===== src/rtl/cg_pkg.sv =====
package cg_pkg;

    localparam int SEL_W   = 16;
    localparam int OFF_W   = 32;
    localparam int LIM_W   = 20;
    localparam int PL_W    = 2;
    localparam int TYPE_W  = 4;
    localparam int DESC_W  = 64;
    localparam int MADDR_W = SEL_W - 2;
    localparam int GRSV_W  = DESC_W - 1 - PL_W - TYPE_W - SEL_W - OFF_W;
    localparam int TRSV_W  = DESC_W - PL_W - LIM_W - OFF_W;

    localparam logic [TYPE_W-1:0] CALL_GATE_TYPE = 4'hC;

    typedef struct packed {
        logic [GRSV_W-1:0] rsvd;
        logic              present;
        logic [PL_W-1:0]   lvl;
        logic [TYPE_W-1:0] kind;
        logic [SEL_W-1:0]  dsel;
        logic [OFF_W-1:0]  off;
    } gate_t;

    typedef struct packed {
        logic [TRSV_W-1:0] rsvd;
        logic [PL_W-1:0]   lvl;
        logic [LIM_W-1:0]  limit;
        logic [OFF_W-1:0]  base;
    } target_t;

    typedef enum logic [2:0] {
        FLT_NONE        = 3'd0,
        FLT_GATE_TYPE   = 3'd1,
        FLT_GATE_ABSENT = 3'd2,
        FLT_GATE_PRIV   = 3'd3,
        FLT_TGT_PRIV    = 3'd4,
        FLT_TGT_LIMIT   = 3'd5
    } fault_e;

    typedef enum logic [2:0] {
        S_IDLE, S_RD_GATE, S_CHK_GATE, S_RD_TGT, S_CHK_TGT, S_DONE, S_FAULT
    } state_e;

    typedef struct packed {
        logic [OFF_W-1:0] entry;
        logic [PL_W-1:0]  pl;
        logic [SEL_W-1:0] cs;
        fault_e           code;
    } result_t;

    function automatic logic [MADDR_W-1:0] sel_to_addr(input logic [SEL_W-1:0] s);
        return s[SEL_W-1:2];
    endfunction

endpackage


===== src/rtl/cg_gate_check.sv =====
module cg_gate_check
    import cg_pkg::*;
(
    input  gate_t           gate,
    input  logic [PL_W-1:0] caller_pl,
    output fault_e          code
);
    always_comb begin
        if (gate.kind != CALL_GATE_TYPE)
            code = FLT_GATE_TYPE;
        else if (!gate.present)
            code = FLT_GATE_ABSENT;
        else if (caller_pl > gate.lvl)
            code = FLT_GATE_PRIV;
        else
            code = FLT_NONE;
    end
endmodule


===== src/rtl/cg_target_check.sv =====
module cg_target_check
    import cg_pkg::*;
(
    input  target_t          tgt,
    input  logic [OFF_W-1:0] gate_off,
    input  logic [PL_W-1:0]  caller_pl,
    output fault_e           code,
    output logic [OFF_W-1:0] entry
);
    localparam int PAD_W = OFF_W - LIM_W;

    logic [OFF_W-1:0] limit_ext;
    assign limit_ext = {{PAD_W{1'b0}}, tgt.limit};

    always_comb begin
        if (tgt.lvl > caller_pl)
            code = FLT_TGT_PRIV;
        else if (gate_off > limit_ext)
            code = FLT_TGT_LIMIT;
        else
            code = FLT_NONE;
    end

    assign entry = tgt.base + gate_off;
endmodule


===== src/rtl/callgate_seq.sv =====
module callgate_seq
    import cg_pkg::*;
(
    input  logic                clk,
    input  logic                rst,
    input  logic                start,
    input  logic [SEL_W-1:0]    call_sel,
    input  logic [OFF_W-1:0]    call_off,
    input  logic [PL_W-1:0]     cur_pl,
    output logic                mem_req,
    output logic [MADDR_W-1:0]  mem_addr,
    input  logic [DESC_W-1:0]   mem_rdata,
    input  logic                mem_rvalid,
    output logic                busy,
    output logic                done,
    output logic                fault,
    output logic [2:0]          fault_code,
    output logic [OFF_W-1:0]    entry_addr,
    output logic [PL_W-1:0]     new_pl,
    output logic [SEL_W-1:0]    new_cs
);
    state_e          state;
    logic [SEL_W-1:0] sel_q;
    logic [PL_W-1:0]  pl_q;
    gate_t            gate_q;
    target_t          tgt_q;
    result_t          res_q;

    fault_e           gate_code;
    fault_e           tgt_code;
    logic [OFF_W-1:0] tgt_entry;

    logic unused_bits;
    assign unused_bits = ^{call_off, sel_q[1:0], gate_q.rsvd, tgt_q.rsvd};

    cg_gate_check u_gchk (
        .gate      (gate_q),
        .caller_pl (pl_q),
        .code      (gate_code)
    );

    cg_target_check u_tchk (
        .tgt       (tgt_q),
        .gate_off  (gate_q.off),
        .caller_pl (pl_q),
        .code      (tgt_code),
        .entry     (tgt_entry)
    );

    always_ff @(posedge clk) begin
        if (rst) begin
            state  <= S_IDLE;
            sel_q  <= '0;
            pl_q   <= '0;
            gate_q <= '0;
            tgt_q  <= '0;
            res_q  <= '{entry: '0, pl: '0, cs: '0, code: FLT_NONE};
        end else begin
            case (state)
                S_IDLE: begin
                    if (start) begin
                        sel_q <= call_sel;
                        pl_q  <= cur_pl;
                        state <= S_RD_GATE;
                    end
                end
                S_RD_GATE: begin
                    if (mem_rvalid) begin
                        gate_q <= gate_t'(mem_rdata);
                        state  <= S_CHK_GATE;
                    end
                end
                S_CHK_GATE: begin
                    if (gate_code != FLT_NONE) begin
                        res_q <= '{entry: '0, pl: pl_q, cs: '0, code: gate_code};
                        state <= S_FAULT;
                    end else begin
                        state <= S_RD_TGT;
                    end
                end
                S_RD_TGT: begin
                    if (mem_rvalid) begin
                        tgt_q <= target_t'(mem_rdata);
                        state <= S_CHK_TGT;
                    end
                end
                S_CHK_TGT: begin
                    if (tgt_code != FLT_NONE) begin
                        res_q <= '{entry: '0, pl: pl_q, cs: '0, code: tgt_code};
                        state <= S_FAULT;
                    end else begin
                        res_q <= '{entry: tgt_entry, pl: tgt_q.lvl,
                                   cs: {gate_q.dsel[SEL_W-1:2], tgt_q.lvl},
                                   code: FLT_NONE};
                        state <= S_DONE;
                    end
                end
                S_DONE, S_FAULT: state <= S_IDLE;
                default: state <= S_IDLE;
            endcase
        end
    end

    assign mem_req    = (state == S_RD_GATE) || (state == S_RD_TGT);
    assign mem_addr   = (state == S_RD_TGT) ? sel_to_addr(gate_q.dsel) : sel_to_addr(sel_q);
    assign busy       = (state != S_IDLE);
    assign done       = (state == S_DONE) || (state == S_FAULT);
    assign fault      = (state == S_FAULT);
    assign fault_code = res_q.code;
    assign entry_addr = res_q.entry;
    assign new_pl     = res_q.pl;
    assign new_cs     = res_q.cs;
endmodule


===== config.mk =====
export PLATFORM = sky130hd
export DESIGN_NAME = callgate_seq
export DESIGN_NICKNAME = d
export VERILOG_FILES = /design/src/rtl/cg_pkg.sv /design/src/rtl/cg_gate_check.sv /design/src/rtl/cg_target_check.sv /design/src/rtl/callgate_seq.sv
export SDC_FILE = /design/constraint.sdc
export NUM_CORES = 1
export LEC_CHECK = 0
export BUFFER_PORTS_ARGS = -buffer_cell sky130_fd_sc_hd__buf_4
export CAP_MARGIN = 5
export CORE_MARGIN = 10
export CORE_UTILIZATION = 30
export CTS_CLUSTER_DIAMETER = 30
export DETAILED_ROUTE_END_ITERATION = 6
export HOLD_SLACK_MARGIN = 0.06
export PLACE_DENSITY = 0.55
export SLEW_MARGIN = 40
export SYNTH_ARGS = -nofsm -noshare
export SYNTH_HDL_FRONTEND = slang
export SYNTH_SLANG_ARGS = --single-unit

===== constraint.sdc =====
create_clock -name clk -period 2.4 [get_ports clk]
set_input_delay 0.24 -clock clk [delete_from_list [all_inputs] [get_ports clk]]
set_output_delay 0.24 -clock clk [all_outputs]
set_load 0.01 [all_outputs]

==> results of run 1 <==
## cell usage in the layout (no fill, tap or decap), drive strengths merged, types with 4 or more instances in the layout
| master | instances |
|---|---|
| xnor2 | 15 |
| o21ai | 22 |
| dfxtp | 179 |
| dlygate4sd3 | 47 |
| nand3 | 4 |
| a21o | 26 |
| o211ai | 7 |
| and3 | 4 |
| nand4 | 12 |
| o21a | 8 |
| nor2 | 53 |
| a22oi | 33 |
| clkinv | 6 |
| or3 | 7 |
| or2 | 4 |
| buf | 269 |
| mux2 | 14 |
| xor2 | 11 |
| inv | 45 |
| clkbuf | 19 |
| o31ai | 6 |
| nor3 | 13 |
| nand2 | 287 |
| a211oi | 10 |
| ha | 55 |
| a21oi | 164 |
| a31oi | 6 |
## cell families (layout without fill, tap and decap cells)
family                     count (synthesis)  after routing  share of synthesized area [%]
muxes                                     16             16                           2.02
xor gates and xnor gates                  26             26                           2.59
DFF                                      179            179                           40.8
buffers and inverters                     98            389                           4.66
and+or+nand+nor                          405            405                           19.2
AOI/OAI and AO/OA                        307            307                           22.7
adders and majority gates                 56             56                           8.06
## stage by stage
step	instance area (um2)	TNS [ns]
2_1_floorplan	8790	-0.00253
3_3_place_gp	11000	-4.98
3_5_place_dp	11000	-5.80
4_1_cts	12500	-2.62
5_1_grt	13000	-8.79
6_report	13000	-3.13
## worst max-delay path, stage by stage, from the launching register on
cell	delay [ns]
dfxtp_2	0.34
ha_4	0.16
fa_2	0.39
a21oi_2	0.19
nor3_2	0.08
or3_4	0.35
o211ai_1	0.17
buf_4	0.16
a211oi_2	0.07
o31a_1	0.27
o21a_1	0.18
o31ai_2	0.16
## timing repair
item | CTS | global route
gates cloned | 2 | 2
hold buffers | 47 | 0
pin swaps | 31 | 33
buffers inserted | 13 | 8
gates resized for setup | 81 | 79
hold endpoints to repair | 65 | 0
setup endpoints to repair | 64 | 69
## Yosys cell counts, types with 6 or more instances
library cell	n
a211oi_1	10
a21o_1	26
a21oi_1	159
a22oi_1	23
a22oi_2	10
a31oi_1	6
buf_2	6
clkbuf_1	47
dfxtp_1	179
ha_1	55
inv_1	38
mux2_2	14
nand2_1	287
nand4_1	12
nor2_1	53
nor3_1	12
o211ai_1	6
o21a_1	8
o21ai_0	20
or3_1	7
xnor2_1	15
xor2_1	11
## area by class of cell
type | count | area share, %
Multi-Input combinational cell | 810 | 41.9
Sequential cell | 179 | 27.8
Timing Repair Buffer | 318 | 20.9
Tap cell | 384 | 3.69
Clock buffer | 17 | 3.27
Clock inverter | 15 | 1.26
Inverter | 39 | 1.13
## flip-flops by register name, summed over array words and instances, names as in the netlist
signal and cells:
tgt_q 54, fault_code 3, new_cs 16, gate_q 53, state 3, entry_addr 32
new_pl 2, sel_q 14, pl_q 2
## per-layer routing
layer | share of wire, % | up-vias
met1 | 46 | 4027
met3 | 5.7 | 28
li1 | - | 4321
met5 | 0.044 | -
met4 | 1.5 | 2
met2 | 47 | 168
## power breakdown
part           internal [W]  switching (W)  total (W)
clock network       0.00140        0.00139    0.00279
logic               0.00196        0.00233    0.00429
registers           0.00329       0.000270    0.00356
## worst paths after layout
| kind | endpoint |
|---|---|
| min | gate_q[17]$_SDFFE_PP0P_ |
| min reg2reg | entry_addr[24]$_SDFFE_PP0P_ |
| max reg2reg | entry_addr[30]$_SDFFE_PP0P_ |
| max | entry_addr[30]$_SDFFE_PP0P_ |
==> flow_summary.json, run 1 <==
{
  "outcome": "complete, but fails checks",
  "ant_nets": 0,
  "drive_above_1_share_pct": 33.0,
  "viasPerCell": 4.85,
  "reg2reg_from": "tgt_q[0]$_SDFFE_PP0P_",
  "hpwlAfterDp_um": 21000,
  "hold_viol": 0,
  "setup_viol": 45,
  "r2r_cells": 11,
  "fin_crit_ns": 2.60,
  "clock-root-buffer": "clkbuf_16",
  "synthTopCellsByArea": "dfxtp_1 (41%), nand2_1 (12%), a21oi_1 (9.1%), ha_1 (7.8%), nor2_1 (2.3%)",
  "hp-class": "primary input to register",
  "reg2reg_setup_slack_ns": -0.20,
  "layout.cells.non_filler": 1762,
  "hold_depth": 3,
  "grt_max_degree": 81,
  "synth_flop_cell": "dfxtp_1",
  "yosysUniqueCellTypes": 68,
  "cts_max_path_buffers": 2,
  "drc": 0,
  "cp-end-kind": "register",
  "p_leak_nw": 5.30,
  "tightest_slew_ns": 0.647,
  "insertion_delay_ns": 0.44,
  "slew_violations": 0,
  "drtIter0Drc": 436,
  "postSynthNetCount": 1261,
  "hp-start": "mem_rdata[17]",
  "gp_congestion": 0.865,
  "violations": "negative setup slack",
  "met3_usage_pct": 3.79,
  "wire_per_inst_um": 16.7,
  "antenna_found_initial": 1,
  "ys_seq_area_share_pct": 40.8,
  "period_share_pct": 108,
  "vdd_ir_drop_max_mv": 0.501,
  "max_freq_mhz": 384,
  "slew_headroom_pct": 56.8,
  "use_met2_pct": 25.3,
  "rsz0062_at_grt": "yes",
  "fin_skew_ns": 0.0130,
  "synthToLayoutAreaGrowth_pct": 48.1,
  "placed_cells": 1661,
  "crit_fanout": 3,
  "synth_edf_count": 0,
  "ioPinCount": 189,
  "clock-sinks": 179,
  "start_util_pct": 30.5,
  "power_w": 0.0106,
  "critical_path.startpoint": "tgt_q[0]$_SDFFE_PP0P_",
  "synth_area_leader_cell": "dfxtp_1",
  "core_mm2": 0.0288,
  "cts-buffers-inserted": 17,
  "syn_area_mm2": 0.00878,
  "cp_data_required_time_ns": 2.75,
  "regArea_mm2": 0.00361,
  "portBuffers": 145,
  "crit_type": "register to register",
  "synth_top_area_share_pct": 40.8,
  "syn_area_per_cell_um2": 8.08,
  "rows": 62,
  "diodes": 0,
  "vias": 8546,
  "grt_busiest_layer": "met2",
  "clkTransAtPathRegs_ns": 0.08,
  "nFillCells": 2857,
  "synth_seq_cells": 179,
  "dp_worst_setup_slack_ns": -0.277,
  "grt.total_usage_pct": 15.7,
  "die_w_um": 191,
  "yosys_warnings": 0,
  "wl_um": 29500,
  "timing.max_cap.violations": 0,
  "cts.htree.levels": 4,
  "grt.overflow.total": 0,
  "grtUsageMet1_pct": 20.7,
  "cts_tree": "done",
  "start_kind": "register",
  "nets": 1539,
  "finalWorstSetupSlack_ns": -0.203,
  "multi_input_area_mm2": 0.00545,
  "cp_data_arrival_time_ns": 2.96,
  "die-area_mm2": 0.0365,
  "first_pass_iters": 4,
  "grt_pass1_vias": 8415,
  "die_h_um": 191,
  "async_flop_share_pct": 0,
  "synthCells": 1087,
  "grt_pass1_wl_um": 46300,
  "fin_util_pct": 45.2,
  "powerDensity_mw_per_mm2": 818,
  "whs_ns": 0.0700
}
Note: power is estimated with default switching activity, not from simulation.
==> run 2: changes to the inputs <==
==> constraint.sdc (replaced) <==
create_clock -name clk -period 2.34 [get_ports clk]
set_input_delay 0.234 -clock clk [delete_from_list [all_inputs] [get_ports clk]]
set_output_delay 0.234 -clock clk [all_outputs]
set_load 0.01 [all_outputs]
==> run 2 against run 1 <==
Net effect: the flow still finishes with violations (negative setup slack); final cell count is 0.68% higher; sequential power is 2% higher; total power is 8.4% higher; critical path depth is 1 lower; fmax is 1.2% higher; clock skew is 0.0034 ns higher; utilization is 0.51 points higher; count of clock-buffer cells in the layout stayed put; global-route usage hardly changed; routed wire length is 0.73% lower; design area is 1.1% higher; worst hold slack hardly changed; critical endpoint unchanged.
==> flow_summary.json, run 2 (synthesis gave the netlist of run 1 again) <==
{
  "outcome": "complete, but fails checks",
  "violations": "negative setup slack",
  "finalWorstSetupSlack_ns": -0.232,
  "vdd_ir_drop_max_mv": 0.539,
  "cp_data_arrival_time_ns": 2.93,
  "insertion_delay_ns": 0.44,
  "wire_per_inst_um": 16.5,
  "clkPwrFrac_pct": 28.0,
  "hp-start": "mem_rdata[8]",
  "layout_common_cells": "nand2_1 (286), buf_4 (238), dfxtp_1 (159), a21oi_1 (148), dlygate4sd3_1 (59)",
  "cts-buffers-inserted": 17,
  "crit_type": "register to register",
  "hp-class": "primary input to register",
  "grt_pass1_wl_um": 46100,
  "p_int_w": 0.00741,
  "hold_depth": 3,
  "grt.overflow.total": 0,
  "clock-root-buffer": "clkbuf_16",
  "first_pass_iters": 5,
  "wl_met1_um": 13600,
  "rows": 62,
  "fin_util_pct": 45.7,
  "grt_max_degree": 81,
  "die-area_mm2": 0.0365,
  "hold_viol": 0,
  "drc": 0,
  "setup_viol": 51,
  "hpwlAfterDp_um": 20600,
  "rsz0062_at_grt": "yes",
  "grt_pass1_vias": 8448,
  "p_leak_nw": 5.41,
  "highest_layer": "met4",
  "whs_ns": 0.0702,
  "clock-sinks": 179,
  "cts_max_path_buffers": 2,
  "die_h_um": 191,
  "reg2reg_from": "gate_q[1]$_SDFFE_PP0P_",
  "clkTransAtPathRegs_ns": 0.07,
  "fin_skew_ns": 0.0164,
  "timing.max_cap.violations": 0,
  "reg2reg_setup_slack_ns": -0.23,
  "p_comb_share_pct": 40.5,
  "drive_above_1_share_pct": 32.5,
  "seq_power_share_pct": 31.4,
  "whs_endpoint": "gate_q[8]$_SDFFE_PP0P_",
  "die_w_um": 191,
  "antenna_found_initial": 1,
  "fin_crit_ns": 2.57,
  "largest_register_ffs": 54,
  "r2r_cells": 10,
  "max_freq_mhz": 389,
  "dp_worst_setup_slack_ns": -0.375,
  "drtIter0Drc": 476,
  "p_switching_w": 0.00412,
  "core_mm2": 0.0288,
  "met2_length_um": 13600,
  "met3WireLength_um": 1490,
  "cts_tree": "done",
  "start_kind": "register",
  "portBuffers": 145,
  "gp_congestion": 0.870,
  "cp_data_required_time_ns": 2.70,
  "netSwitchingFraction_pct": 35.7,
  "period_share_pct": 110,
  "ioPinCount": 189,
  "cp-end-kind": "register",
  "ant_nets": 0,
  "vias": 8572,
  "tightest_slew_ns": 0.686,
  "power_w": 0.0115,
  "grt.total_usage_pct": 15.7,
  "start_util_pct": 30.5,
  "reg2reg_to": "entry_addr[30]$_SDFFE_PP0P_",
  "wl_um": 29300,
  "powerDensity_mw_per_mm2": 877,
  "slew_violations": 0,
  "synthToLayoutAreaGrowth_pct": 49.8,
  "viasPerCell": 4.83,
  "nets": 1550,
  "largest-register": "tgt_q",
  "crit_fanout": 2,
  "layout_commonest_cell": "nand2_1",
  "slew_headroom_pct": 54.3,
  "cts.htree.levels": 4
}
-- run 2: critical path, cell delays in order, from the launching register on --
cell	delay, ns
dfxtp_2	0.34
buf_12	0.12
fa_2	0.42
a21oi_4	0.16
nor3_2	0.07
or3_4	0.36
o211ai_1	0.28
a211oi_2	0.13
o31a_1	0.28
o21a_1	0.18
o31ai_2	0.16
-- run 2: per-layer routing --
metal | vias up | global-route usage [%]
met1 | 4018 | 20.4
li1 | 4335 | -
met3 | 37 | 3.32
met4 | 0 | 4.69
met5 | - | 0
met2 | 182 | 25.5
-- run 2: power groups by stage --
stage	combinational (W)	sequential (W)	clock, W
2_1_floorplan	0.00220	0.00361	0
3_3_place_gp	0.00368	0.00365	0
3_5_place_dp	0.00370	0.00366	0
4_1_cts	0.00436	0.00362	0.00331
5_1_grt	0.00511	0.00366	0.00341
6_report	0.00468	0.00362	0.00323
-- run 2: area by class of cell --
cell class / instances / area [um2]
fill: 2776 / 15600
clock buffer: 17 / 425
clock inverter: 15 / 239
sequential: 179 / 3620
multi-input combinational: 810 / 5400
tap: 384 / 480
antenna: 1 / 2.50
inverter: 39 / 146
timing repair buffer: 329 / 2850
-- run 2: what timing repair did --
action	4_1_cts	5_1_grt
resized for setup	103	56
pin swaps	45	43
gates cloned	4	0
hold buffers	59	0
hold endpoints to repair	90	0
setup buffers	14	10
endpoints found under the setup margin	51	56
-- run 2: worst max path at each step --
stage / from / end / slack, ns / cells past startpoint
final: gate_q[1]$_SDFFE_PP0P_ / entry_addr[30]$_SDFFE_PP0P_ / -0.23 / 10
after global routing: tgt_q[0]$_SDFFE_PP0P_ / entry_addr[30]$_SDFFE_PP0P_ / -0.34 / 10
after CTS: tgt_q[0]$_SDFFE_PP0P_ / entry_addr[30]$_SDFFE_PP0P_ / -0.23 / 10
after detailed placement: tgt_q[0]$_SDFFE_PP0P_ / entry_addr[30]$_SDFFE_PP0P_ / -0.37 / 10
after global placement: tgt_q[0]$_SDFFE_PP0P_ / entry_addr[30]$_SDFFE_PP0P_ / -0.33 / 10
after floorplan: gate_q[0]$_SDFFE_PP0P_ / entry_addr[30]$_SDFFE_PP0P_ / -0.06 / 10
-- run 2: metrics by stage --
| stage | cells | area, um2 | setup TNS [ns] |
|---|---|---|---|
| 4_1_cts | 1768 | 12900 | -6.43 |
| 3_5_place_dp | 1659 | 11000 | -9.02 |
| 2_1_floorplan | 1087 | 8810 | -0.0669 |
| 6_report | 1774 | 13200 | -6.76 |
| 5_1_grt | 1773 | 13200 | -11.91 |
| 3_3_place_gp | 1659 | 11000 | -7.61 |
==> run 3: changes to the inputs <==
--- a/config.mk
+++ b/config.mk
@@ -5,7 +5,7 @@
 export SDC_FILE = /design/constraint.sdc
 export NUM_CORES = 1
 export LEC_CHECK = 0
-export BUFFER_PORTS_ARGS = -buffer_cell sky130_fd_sc_hd__buf_4
+export BUFFER_PORTS_ARGS = -buffer_cell sky130_fd_sc_hd__buf_2
 export CAP_MARGIN = 5
 export CORE_MARGIN = 10
 export CORE_UTILIZATION = 30
==> run 3 against run 2 <==
Net effect: the run still ends with negative setup slack left; utilization shrank 2.0 points; via count shrank 0.96%; first-iteration DRC count grew 7.1%; critical endpoint unchanged.
==> flow_summary.json, run 3 (synthesis gave the netlist of run 1 again) <==
{
  "grt.total_usage_pct": 15.5,
  "die_h_um": 191,
  "endpoint": "entry_addr[30]$_SDFFE_PP0P_",
  "largest-register": "tgt_q",
  "largest_register_ffs": 54,
  "fin_area_mm2": 0.0126,
  "fin_skew_ns": 0.0166,
  "vdd_ir_drop_max_mv": 0.530,
  "wire_per_inst_um": 16.4,
  "powerDensity_mw_per_mm2": 886,
  "p_int_w": 0.00705,
  "rsz0062_at_grt": "yes",
  "clock-root-buffer": "clkbuf_16",
  "clock-sinks": 179,
  "finalWorstSetupSlack_ns": -0.251,
  "crit_type": "register to register",
  "multi_input_area_mm2": 0.00539,
  "portBuffers": 145,
  "placed_cell_area_mm2": 0.0106,
  "nFillCells": 2853,
  "vias": 8490,
  "hp-class": "primary input to register",
  "die_w_um": 191,
  "drc": 0,
  "max_freq_mhz": 386,
  "cts.htree.levels": 4,
  "insertion_delay_ns": 0.44,
  "die-area_mm2": 0.0365,
  "cts_tree": "done",
  "netSwitchingFraction_pct": 36.7,
  "critical_path.startpoint": "tgt_q[0]$_SDFFE_PP0P_",
  "violations": "negative setup slack",
  "reg2reg_setup_slack_ns": -0.25,
  "layout_common_cells": "nand2_1 (285), dfxtp_1 (160), a21oi_1 (150), buf_2 (144), buf_4 (90)",
  "cp-end-kind": "register",
  "cp_data_required_time_ns": 2.69,
  "ant_nets": 0,
  "cts_max_path_buffers": 2,
  "crit_fanout": 3,
  "clkPwrFrac_pct": 26.0,
  "regArea_mm2": 0.00361,
  "hold_viol": 0,
  "viasPerCell": 4.83,
  "seq_power_share_pct": 32.5,
  "drtIter0Drc": 510,
  "p_switching_w": 0.00409,
  "start_kind": "register",
  "gp_congestion": 0.888,
  "r2r_cells": 10,
  "grt.overflow.total": 0,
  "ioPinCount": 189,
  "cp_data_arrival_time_ns": 2.94,
  "outcome": "complete, but fails checks",
  "first_pass_iters": 5,
  "setup_viol": 50,
  "hpwlAfterDp_um": 20600,
  "drive_above_1_share_pct": 32.2,
  "cts-buffers-inserted": 17,
  "rows": 62,
  "fin_setup_tns_ns": -4.80,
  "core_mm2": 0.0288,
  "clkTransAtPathRegs_ns": 0.08,
  "reg2reg_to": "entry_addr[30]$_SDFFE_PP0P_",
  "slew_violations": 0,
  "period_share_pct": 111,
  "p_comb_share_pct": 41.5,
  "grt_pass1_vias": 8469,
  "timing.max_cap.violations": 0,
  "reg2reg_from": "tgt_q[0]$_SDFFE_PP0P_",
  "wl_um": 28900,
  "nets": 1535,
  "fin_crit_ns": 2.59,
  "antenna_found_initial": 1,
  "p_leak_nw": 5.23,
  "start_util_pct": 30.5,
  "layout_commonest_cell": "nand2_1",
  "grt_max_degree": 165,
  "grt_pass1_wl_um": 45700,
  "tightest_slew_ns": 0.804,
  "slew_headroom_pct": 46.4,
  "synthToLayoutAreaGrowth_pct": 43.2
}
## run 3: cell types whose count changed in the layout (fill, tap and decap cells not counted), sizes merged
cell         previous run  this run
bufinv                  4         1
buf                   270       260
clkbuf                 17        18
clkinv                  3         6
dlygate4sd3            59        53
inv                    47        46
clkinvlp                0         1
## run 3: layout make-up
class	count	area share, %
diodes	1	0.0199
clock buffers	17	3.38
repair buffers	314	18.7
flip-flops and latches	179	28.7
inverters	39	1.16
clock inverters	15	1.32
multi-input cells	810	42.9
well taps	384	3.82
## run 3: power by group through the flow
| stage | Clock, W | Sequential [W] | Combinational, W |
|---|---|---|---|
| 2_1_floorplan | 0 | 0.00361 | 0.00220 |
| 5_1_grt | 0.00306 | 0.00367 | 0.00506 |
| 3_5_place_dp | 0 | 0.00365 | 0.00362 |
| 6_report | 0.00289 | 0.00362 | 0.00462 |
| 3_3_place_gp | 0 | 0.00365 | 0.00358 |
| 4_1_cts | 0.00295 | 0.00360 | 0.00396 |
## run 3: what timing repair did
item                                    in CTS  in global routing
endpoints found under the setup margin      51                 55
cloned                                       3                  1
hold buffers                                52                  1
endpoints found under the hold margin       83                  1
setup buffers                                4                  5
pin swaps                                   31                 30
resized for setup                           78                 71
## run 3: how the worst min path moves through the flow
stage	start	to	slack (ns)	cells past startpoint
after CTS	mem_rdata[39]	gate_q[39]$_SDFFE_PP0P_	0.06	3
after detailed placement	entry_addr[20]$_SDFFE_PP0P_	entry_addr[20]$_SDFFE_PP0P_	0.44	2
after global placement	entry_addr[19]$_SDFFE_PP0P_	entry_addr[19]$_SDFFE_PP0P_	0.44	2
after global routing	mem_rdata[17]	tgt_q[17]$_SDFFE_PP0P_	0.07	3
after floorplan	mem_rdata[48]	gate_q[48]$_SDFFE_PP0P_	0.37	2
final	mem_rdata[39]	gate_q[39]$_SDFFE_PP0P_	0.08	3
## run 3: layer usage
layer	GRT usage (%)	share of wire (%)	up-vias
met5	0	0	-
met3	3.17	4.3	16
met4	3.58	0.90	0
met2	25.5	47	184
li1	-	-	4311
met1	20.5	48	3979
## run 3: metrics by stage
stage | util, % | hold WS, ns | worst slack (ns) | cells | power [W]
finish | 43.7 | 0.0765 | -0.251 | 1759 | 0.0111
detailed placement | 37.0 | 0.441 | -0.366 | 1661 | 0.00727
global placement | 37.0 | 0.436 | -0.330 | 1661 | 0.00722
floorplan | - | 0.370 | -0.0625 | 1087 | 0.00580
global route | 43.7 | 0.0659 | -0.383 | 1758 | 0.0118
CTS | 42.4 | 0.0600 | -0.219 | 1752 | 0.0105
## run 3: worst max-delay path: stages (launching register included)
cell and delay (ns):
dfxtp_2 0.34, ha_4 0.16, fa_2 0.37, a21oi_4 0.15
nor3_2 0.07, or3_4 0.36, o211ai_1 0.31, a211oi_2 0.14
o31a_1 0.28, o21a_1 0.18, o31ai_2 0.16
